[src/rtl/vend_pkg.sv]
package vend_pkg;

  typedef enum logic [1:0] {
    COIN_NONE    = 2'b00,
    COIN_NICKEL  = 2'b01,
    COIN_DIME    = 2'b10,
    COIN_QUARTER = 2'b11
  } coin_e;

  function automatic int max3(input int a, input int b, input int c);
    int m;
    m = (a > b) ? a : b;
    return (m > c) ? m : c;
  endfunction

endpackage

[src/rtl/vend_coin_decode.sv]
module vend_coin_decode
  import vend_pkg::*;
#(
  parameter int VAL_W     = 3,
  parameter int NICKEL_U  = 1,
  parameter int DIME_U    = 2,
  parameter int QUARTER_U = 5
) (
  input  logic [1:0]       code_i,
  output logic [VAL_W-1:0] units_o,
  output logic             present_o
);

  coin_e kind;

  always_comb begin
    kind      = coin_e'(code_i);
    present_o = (kind != COIN_NONE);
    unique case (kind)
      COIN_NICKEL:  units_o = VAL_W'(NICKEL_U);
      COIN_DIME:    units_o = VAL_W'(DIME_U);
      COIN_QUARTER: units_o = VAL_W'(QUARTER_U);
      default:      units_o = '0;
    endcase
  end

endmodule

[src/rtl/vend_credit_step.sv]
module vend_credit_step #(
  parameter int PRICE_U = 4,
  parameter int CR_W    = 2,
  parameter int VAL_W   = 3,
  parameter int SUM_W   = 4,
  parameter int CHG_W   = 3
) (
  input  logic [CR_W-1:0]  credit_i,
  input  logic [VAL_W-1:0] units_i,
  input  logic             present_i,
  output logic [CR_W-1:0]  credit_d_o,
  output logic             load_en_o,
  output logic             vend_o,
  output logic [CHG_W-1:0] change_o
);

  logic [SUM_W-1:0] total;
  logic [SUM_W-1:0] excess;
  logic             reached;

  always_comb begin
    total      = SUM_W'(credit_i) + SUM_W'(units_i);
    reached    = present_i && (total >= SUM_W'(PRICE_U));
    excess     = total - SUM_W'(PRICE_U);
    vend_o     = reached;
    change_o   = reached ? CHG_W'(excess) : '0;
    credit_d_o = reached ? '0 : CR_W'(total);
    load_en_o  = present_i;
  end

endmodule

[src/rtl/vend_credit_reg.sv]
module vend_credit_reg #(
  parameter int CR_W = 2
) (
  input  logic            clk_i,
  input  logic            rst_ni,
  input  logic            en_i,
  input  logic [CR_W-1:0] d_i,
  output logic [CR_W-1:0] q_o
);

  always_ff @(posedge clk_i or negedge rst_ni) begin
    if (!rst_ni) begin
      q_o <= '0;
    end else if (en_i) begin
      q_o <= d_i;
    end
  end

endmodule

[src/rtl/vend_ctrl.sv]
module vend_ctrl #(
  parameter int NICKEL_UNITS  = 1,
  parameter int DIME_UNITS    = 2,
  parameter int QUARTER_UNITS = 5,
  parameter int PRICE_UNITS   = 4,
  localparam int MAX_COIN     = vend_pkg::max3(NICKEL_UNITS, DIME_UNITS, QUARTER_UNITS),
  localparam int MAX_TOTAL    = PRICE_UNITS - 1 + MAX_COIN,
  localparam int MAX_CHANGE   = MAX_TOTAL - PRICE_UNITS,
  localparam int CR_W         = (PRICE_UNITS > 2) ? $clog2(PRICE_UNITS) : 1,
  localparam int VAL_W        = $clog2(MAX_COIN + 1),
  localparam int SUM_W        = $clog2(MAX_TOTAL + 1),
  localparam int CHG_W        = (MAX_CHANGE > 1) ? $clog2(MAX_CHANGE + 1) : 1
) (
  input  logic             clk_i,
  input  logic             rst_ni,
  input  logic [1:0]       coin_i,
  output logic             vend_o,
  output logic [CHG_W-1:0] change_o
);

  logic [VAL_W-1:0] coin_units;
  logic             coin_present;
  logic [CR_W-1:0]  credit_q;
  logic [CR_W-1:0]  credit_d;
  logic             credit_en;

  vend_coin_decode #(
    .VAL_W    (VAL_W),
    .NICKEL_U (NICKEL_UNITS),
    .DIME_U   (DIME_UNITS),
    .QUARTER_U(QUARTER_UNITS)
  ) u_decode (
    .code_i   (coin_i),
    .units_o  (coin_units),
    .present_o(coin_present)
  );

  vend_credit_step #(
    .PRICE_U(PRICE_UNITS),
    .CR_W   (CR_W),
    .VAL_W  (VAL_W),
    .SUM_W  (SUM_W),
    .CHG_W  (CHG_W)
  ) u_step (
    .credit_i  (credit_q),
    .units_i   (coin_units),
    .present_i (coin_present),
    .credit_d_o(credit_d),
    .load_en_o (credit_en),
    .vend_o    (vend_o),
    .change_o  (change_o)
  );

  vend_credit_reg #(
    .CR_W(CR_W)
  ) u_reg (
    .clk_i (clk_i),
    .rst_ni(rst_ni),
    .en_i  (credit_en),
    .d_i   (credit_d),
    .q_o   (credit_q)
  );

endmodule

[config.mk]
export PLATFORM = sky130hd
export DESIGN_NAME = vend_ctrl
export DESIGN_NICKNAME = d
export VERILOG_FILES = /design/src/rtl/vend_pkg.sv /design/src/rtl/vend_coin_decode.sv /design/src/rtl/vend_credit_step.sv /design/src/rtl/vend_credit_reg.sv /design/src/rtl/vend_ctrl.sv
export SDC_FILE = /design/constraint.sdc
export NUM_CORES = 1
export LEC_CHECK = 0
export BUFFER_PORTS_ARGS = -buffer_cell sky130_fd_sc_hd__buf_4
export CORE_AREA = 4 4 41 43
export CTS_BUF_LIST = sky130_fd_sc_hd__clkbuf_4
export CTS_CLUSTER_SIZE = 10
export DETAILED_ROUTE_END_ITERATION = 8
export DIE_AREA = 0 0 45 47
export SYNTH_ARGS = -nofsm -noshare
export SYNTH_HDL_FRONTEND = slang
export SYNTH_SLANG_ARGS = --single-unit
[constraint.sdc]
create_clock -name clk_i -period 2 [get_ports clk_i]
set_clock_uncertainty 0.15 [all_clocks]
set_input_delay 0.1 -clock clk_i [delete_from_list [all_inputs] [get_ports clk_i]]
set_output_delay 0.1 -clock clk_i [all_outputs]
set_load 0.01 [all_outputs]
==> reports/qor_table.md, run 1 <==
| Result | This run |
| --- | --- |
| Remaining Overflow, GRT | 0 |
| Number of placed I/O pins | 8 |
| Count of antenna diodes in the layout | 0 |
| Register bank with the most flops | u_reg.q_o |
| Via count of the first global-routing pass | 216 |
| Pre-CTS setup slack | -0.0263 ns |
| Clk slew on worst S/H paths | 0.03 ns |
| Fmax | 0.472 GHz |
| Logic gate share of total power | 0.485 |
| Min Tclk post-route | 2.12 ns |
| Largest registers | u_reg.q_o (2) |
| Worst Tran Pin Value | 0.297 ns |
| Summed area of non-filler cells in the final layout | 349 um^2 |
| Count of different cell masters after synthesis | 13 |
| Switching Share | 0.337 |
| Share of the clock period used by the worst path after layout | 1.06 |
| Total track usage | 0.0609 |
| Area grow syn2layout | 68.1% |
| Yosys warning count | 0 |
| Cell at the root of the clock tree | sky130_fd_sc_hd__clkbuf_4 |
| Maximum net fanout on the critical path | 4 |
| Slew margin rel. | 0.802 |
| Post-synthesis instance total | 22 |
| Internal power contribution | 0.210 mW |
| Number of antenna violations at the first check in global routing | 0 |
| Worst Setup Path Type | reg -> out |
| Total area of sequential cells | 50.0 um^2 |
| IO buf count | 7 |
| Horizontal die dimension | 45 um |
| Count of maximum capacitance violations | 0 |
| P_sw | 0.107 mW |
| Static leakage power | 0.160 nW |
| Row count | 13 |
| Highest-count cells in the layout ignoring fill and taps | 11 x sky130_fd_sc_hd__buf_4, 4 x sky130_fd_sc_hd__o21ai_0, 3 x sky130_fd_sc_hd__clkbuf_4 |
| Most common library cell in the layout ignoring fill and taps | sky130_fd_sc_hd__buf_4 |
| Final ANT Viol Nets | 0 |
| Total length of routed wires | 483 um |
| Number of filler cells placed in the layout | 149 |
| Mapped Area | 208 um^2 |
| Avg WL per Cell | 9.29 um |
| TritonCTS clock tree | done |
| Post-layout util | 0.268 |
| Initial core utilization | 0.160 |
| Unrepaired setup endpoints after global routing | yes |
| Launch instance of the worst register-to-register path | u_reg.q_o[0] |
| Avg Synthesized Cell Area | 9.44 um^2 |
| Flip-flop count of the largest register after layout | 2 |
| Result of the run | finished, violations left |
| Accumulated negative setup slack | -0.316 ns |
| Nets | 46 |
| Total CTS buffers | 3 |
| Max-slew violation total from the final report | 0 |
| DRC | 0 |
| Data required time at the worst endpoint | 1.75 ns |
| First-pass GRT wire length | 876 um |
| Startpoint types | register |
| Last weighted congestion value of the routability-driven placer | 0.619 |
| TritonCTS Sinks | 2 |
| Syn_nets | 29 |
| Final worst slack | -0.120 ns |
| Buffers from clock root to sink, at most | 2 |
| Violated checks | setup timing |
| Via count | 192 |
| Number of register bits inferred by synthesis | 2 |
| Maximum number of pins on one net before global-route repair | 9 |
| Cell area after placement | 293 um^2 |
| Maximum level of the CTS H-tree | 1 |
| Worst min-delay path class | in -> async |
| Design Power | 0.316 mW |
| Endpoint class of the critical path | primary output |
| Drt pass-1 iters | 3 |
| Critical path startpoint | u_reg.q_o[0] |
| Arrival time at the worst endpoint | 1.87 ns |
| Detail-routed via count per cell | 3.69 |
| Clock latency on the worst-skew pair | 0.23 ns |
| Share of the yosys chip area belonging to registers | 0.241 |
| Area inside the core boundary | 0.00130 mm^2 |
| Fraction of layout instances using a drive strength above 1 | 0.541 |
| Total Die Area | 0.00212 mm^2 |
| Multi-input gate area | 154 um^2 |
| Clk pwr share | 0.286 |
| Ratio of total power to cell area | 906 mW/mm^2 |
| Register share of total power | 0.229 |
| Count of routing violations after the opening detailed-route iteration | 2 |
| Count of final setup violators | 3 |
| IR drop worst, VDD | 0.259 mV |
| Number of hold violations in the final report | 0 |
| Die extent in y | 47 um |
==> worst paths after layout <==
kind                                end  slack [ns]  depth (start not counted)
setup / recovery            change_o[0]       -0.12                          6
hold / removal             u_reg.q_o[1]        0.04                          2
setup reg to reg           u_reg.q_o[1]        0.14                          6
hold reg to reg            u_reg.q_o[1]        0.41                          2
max in group asynchronous  u_reg.q_o[0]        1.57                          2
min in group clk_i         u_reg.q_o[1]        0.08                          4
==> power by group through the flow <==
| stage | clock network (mW) | logic [mW] | registers, mW |
|---|---|---|---|
| 2_1_floorplan | 0 | 0.0802 | 0.0693 |
| 3_3_place_gp | 0 | 0.130 | 0.0727 |
| 3_5_place_dp | 0 | 0.130 | 0.0735 |
| 4_1_cts | 0.0944 | 0.154 | 0.0737 |
| 5_1_grt | 0.0996 | 0.175 | 0.0760 |
| 6_report | 0.0903 | 0.153 | 0.0725 |
==> kinds of logic (layout without fill, tap and decap cells) <==
family | Yosys count | after routing | share of synthesized area
AND/OR/NAND/NOR | 9 | 9 | 0.259
AO/OA/AOI/OAI | 7 | 7 | 0.241
adder cells (fa/ha/maj) | 3 | 3 | 0.217
flip-flops | 2 | 2 | 0.241
buffers and inverters | 1 | 16 | 0.0422
==> cell usage after synthesis (all sizes together) <==
master	instances	area (um^2)
nand2	2	7.51
nor2	2	7.51
dfrtp	2	50.1
ha	2	25.0
fa	1	20.0
and3	1	11.3
and2b	1	8.76
a21oi	2	10.0
a211oi	1	20.0
nor2b	1	6.26
o21ai	4	20.0
dlygate4sd1	1	8.76
and2	2	12.5
==> cell type report <==
| class | count | share of cell area |
|---|---|---|
| clock buffers | 3 | 0.0645 |
| multi-input cells | 19 | 0.441 |
| flip-flops and latches | 2 | 0.143 |
| well taps | 15 | 0.0538 |
| repair buffers | 13 | 0.297 |
==> critical path, stage by stage, from the launching register on <==
cell and delay, ns:
sky130_fd_sc_hd__dfrtp_1 0.37, sky130_fd_sc_hd__ha_2 0.19, sky130_fd_sc_hd__fa_2 0.36, sky130_fd_sc_hd__and3_4 0.17, sky130_fd_sc_hd__a211oi_4 0.28, sky130_fd_sc_hd__and2_1 0.17, sky130_fd_sc_hd__buf_4 0.11
==> per-stage QoR <==
stage	std cells	hold slack, ns
after floorplan	22	-0.346
after global placement	46	-0.268
after detailed placement	46	-0.266
after CTS	52	0.0368
after global routing	52	0.0585
final	52	0.0419
==> metal layers <==
metal,vias to the layer above,share of wire,GRT usage
li1,106,-,-
met1,80,0.52,0.0661
met2,6,0.41,0.0904
met3,0,0.068,0.0153
met4,0,0,0.0702
met5,-,0,0
==> repair_timing <==
action                                 4_1_cts  5_1_grt
hold buffers                                 1        0
setup buffers                                2        0
gates resized for setup                      3        0
pin swaps                                    6        3
endpoints found under the hold margin        2        0
setup endpoints to repair                    5        3
Note: power is estimated with default switching activity, not from simulation.
==> inputs of run 2 (changes only) <==
==> constraint.sdc (replaced) <==
create_clock -name clk_i -period 2.2 [get_ports clk_i]
set_clock_uncertainty 0.15 [all_clocks]
set_input_delay 0.33 -clock clk_i [delete_from_list [all_inputs] [get_ports clk_i]]
set_output_delay 0.33 -clock clk_i [all_outputs]
set_load 0.01 [all_outputs]
==> run 2 against run 1 <==
The run still ends with setup timing left; cell count unchanged; global-route usage increased by 0.64 points; via count increased by 8.9%; first-iteration DRC count increased to 2.5 times the previous value; critical path type unchanged; critical endpoint is now change_o[1].
==> reports/qor_table.md, run 2 (same netlist as run 1, synthesis figures left out) <==
| Result | This run | vs previous |
| --- | --- | --- |
| DP HPWL | 414 um |  |
| Ratio of total power to cell area | 828 mW/mm^2 | -8.6% |
| Worst Setup Path Type | reg -> out |  |
| Register bank with the most flops | u_reg.q_o |  |
| Number of filler cells placed in the layout | 142 | -4.7% |
| Buffers from clock root to sink, at most | 2 | unchanged |
| Share of the clock period used by the worst path after layout | 1.07 |  |
| Number of placed I/O pins | 8 | unchanged |
| Worst Tran Pin Value | 0.309 ns | +0.0118 ns |
| Nets | 46 | unchanged |
| Avg WL per Cell | 9.69 um | +4.3% |
| Area inside the core boundary | 0.00130 mm^2 | unchanged |
| Max-slew violation total from the final report | 0 | unchanged |
| DRC | 0 | unchanged |
| Number of hold violations in the final report | 0 | unchanged |
| Area grow syn2layout | 74.1% |  |
| P_sw | 0.101 mW | -5.4% |
| Count of final setup violators | 3 | unchanged |
| Min Tclk post-route | 2.34 ns |  |
| Largest registers | u_reg.q_o (2) |  |
| Unrepaired setup endpoints after global routing | yes |  |
| Highest-count cells in the layout ignoring fill and taps | 9 x sky130_fd_sc_hd__buf_4, 4 x sky130_fd_sc_hd__o21ai_0, 3 x sky130_fd_sc_hd__clkbuf_4, 3 x sky130_fd_sc_hd__buf_6 |  |
| Critical path startpoint | u_reg.q_o[0] |  |
| Via count | 209 | +8.9% |
| Maximum level of the CTS H-tree | 1 | unchanged |
| Last weighted congestion value of the routability-driven placer | 0.707 | +14% |
| Number of antenna violations at the first check in global routing | 0 | unchanged |
| Arrival time at the worst endpoint | 1.86 ns | about the same |
| Worst min-delay path class | in -> async |  |
| IO buf count | 7 | unchanged |
| Register share of total power | 0.228 | about the same |
| Total track usage | 0.0673 | +0.00643 |
| Delay contributed by the slowest stage of the critical path | 0.38 ns | about the same |
| Die extent in y | 47 um | unchanged |
| Clk pwr share | 0.269 | -0.017 |
| Fraction of layout instances using a drive strength above 1 | 0.595 | +0.0541 |
| Kind of cell adding the most delay to the critical path | adder cells |  |
| Count of buffering cells on the critical path with inverters included | 1 | unchanged |
| TritonCTS Sinks | 2 | unchanged |
| Total CTS buffers | 3 | unchanged |
| Violated checks | setup timing |  |
| Result of the run | finished, violations left |  |
| Capture point of the critical path | change_o[1] |  |
| Count of routing violations after the opening detailed-route iteration | 5 | +3 |
| Reg-to-Reg End | u_reg.q_o[0] |  |
| Row count | 13 | unchanged |
| Static leakage power | 0.165 nW | +3.0% |
| Drt pass-1 iters | 2 | -1 |
| Data required time at the worst endpoint | 1.72 ns | -0.03 ns |
| Switching Share | 0.337 | -0.000491 |
| Horizontal die dimension | 45 um | unchanged |
| Worst path cell trace | ha_2 -> fa_2 -> and3_4 -> a211oi_4 -> and2_4 -> buf_6 |  |
| Inst Count DP | 47 | +2.2% |
| FF-to-FF path depth | 7 | +1 |
| Internal power contribution | 0.199 mW | -5.2% |
| Launch instance of the worst register-to-register path | u_reg.q_o[0] |  |
| Detail-routed via count per cell | 4.02 | +8.9% |
| Startpoint types | register |  |
| Slew margin rel. | 0.794 | -0.00789 |
| Count of antenna diodes in the layout | 0 | unchanged |
| Final ANT Viol Nets | 0 | unchanged |
| Via count of the first global-routing pass | 252 | +17% |
| Maximum net fanout on the critical path | 4 | unchanged |
| Most common library cell in the layout ignoring fill and taps | sky130_fd_sc_hd__buf_4 |  |
| Final standard cell count with taps included and fillers excluded | 52 | unchanged |
| Critical Path Slowest Stage Cell | sky130_fd_sc_hd__dfrtp_1 |  |
| Register-to-register setup slack | 0.24 ns | +0.10 ns |
| Final worst slack | -0.143 ns | -0.0234 ns |
| Total Die Area | 0.00212 mm^2 | unchanged |
| First-pass GRT wire length | 959 um | +9.5% |
| Cell area after placement | 310 um^2 | +6.0% |
| Flip-flop count of the largest register after layout | 2 | unchanged |
| Logic gate share of total power | 0.504 | +0.019 |
| Count of maximum capacitance violations | 0 | unchanged |
| Fmax | 0.427 GHz |  |
| Maximum number of pins on one net before global-route repair | 7 | -2 |
| Endpoint class of the critical path | primary output |  |
| Summed area of non-filler cells in the final layout | 362 um^2 | +3.6% |
| Clock latency on the worst-skew pair | 0.22 ns | about the same |
| Clk slew on worst S/H paths | 0.03 ns | about the same |
| IR drop worst, VDD | 0.205 mV | -21% |
| Initial core utilization | 0.160 | unchanged |
| TritonCTS clock tree | done |  |
| Post-layout util | 0.278 | +0.00962 |
| Total length of routed wires | 504 um | +4.3% |
| Cell at the root of the clock tree | sky130_fd_sc_hd__clkbuf_4 |  |
| Total stage count of the critical path | 6 | unchanged |
| Remaining Overflow, GRT | 0 | unchanged |
-- run 2: final cells by class --
type / count / area (um^2) / share of cell area
Tap cell: 15 / 18.8 / 0.0519
Multi-Input combinational cell: 19 / 159 / 0.439
Clock buffer: 3 / 22.5 / 0.0623
Timing Repair Buffer: 13 / 111 / 0.308
Sequential cell: 2 / 50.0 / 0.138
-- run 2: how the worst min path moves through the flow --
stage               slack [ns]    from  cells after the start           end
global route              0.28  rst_ni                      2  u_reg.q_o[1]
floorplan                -0.12  rst_ni                      0  u_reg.q_o[0]
CTS                       0.26  rst_ni                      2  u_reg.q_o[0]
finish                    0.28  rst_ni                      2  u_reg.q_o[0]
global placement         -0.04  rst_ni                      1  u_reg.q_o[0]
detailed placement       -0.04  rst_ni                      1  u_reg.q_o[1]
-- run 2: what timing repair did --
item	in CTS	in global routing
endpoints found under the setup margin	3	3
pin swaps	5	2
endpoints found under the hold margin	2	0
gates resized for setup	3	0
setup buffers	1	0
hold buffers	1	0
-- run 2: power groups by stage --
stage                     Clock (mW)  Sequential [mW]  Combinational [mW]
after detailed placement           0           0.0689               0.140
after floorplan                    0           0.0640              0.0860
final                         0.0804           0.0683               0.151
after global routing          0.0943           0.0700               0.167
after CTS                     0.0850           0.0684               0.154
after global placement             0           0.0683               0.135
-- run 2: metrics by stage --
step	hold WS, ns	TNS (ns)	total power, mW	setup WS [ns]
floorplan	-0.116	0	0.150	0.00381
global placement	-0.0381	0	0.203	0.0104
detailed placement	-0.0368	-0.0224	0.209	-0.0138
CTS	0.264	-0.546	0.307	-0.196
global route	0.281	-0.627	0.331	-0.218
finish	0.279	-0.398	0.300	-0.143
-- run 2: per-layer routing --
metal / GRT usage / vias up / routed length, um
li1: - / 105 / -
met1: 0.0664 / 96 / 223
met2: 0.0989 / 6 / 245
met3: 0.0345 / 2 / 23
met4: 0.0702 / 0 / 12
met5: 0 / - / 0
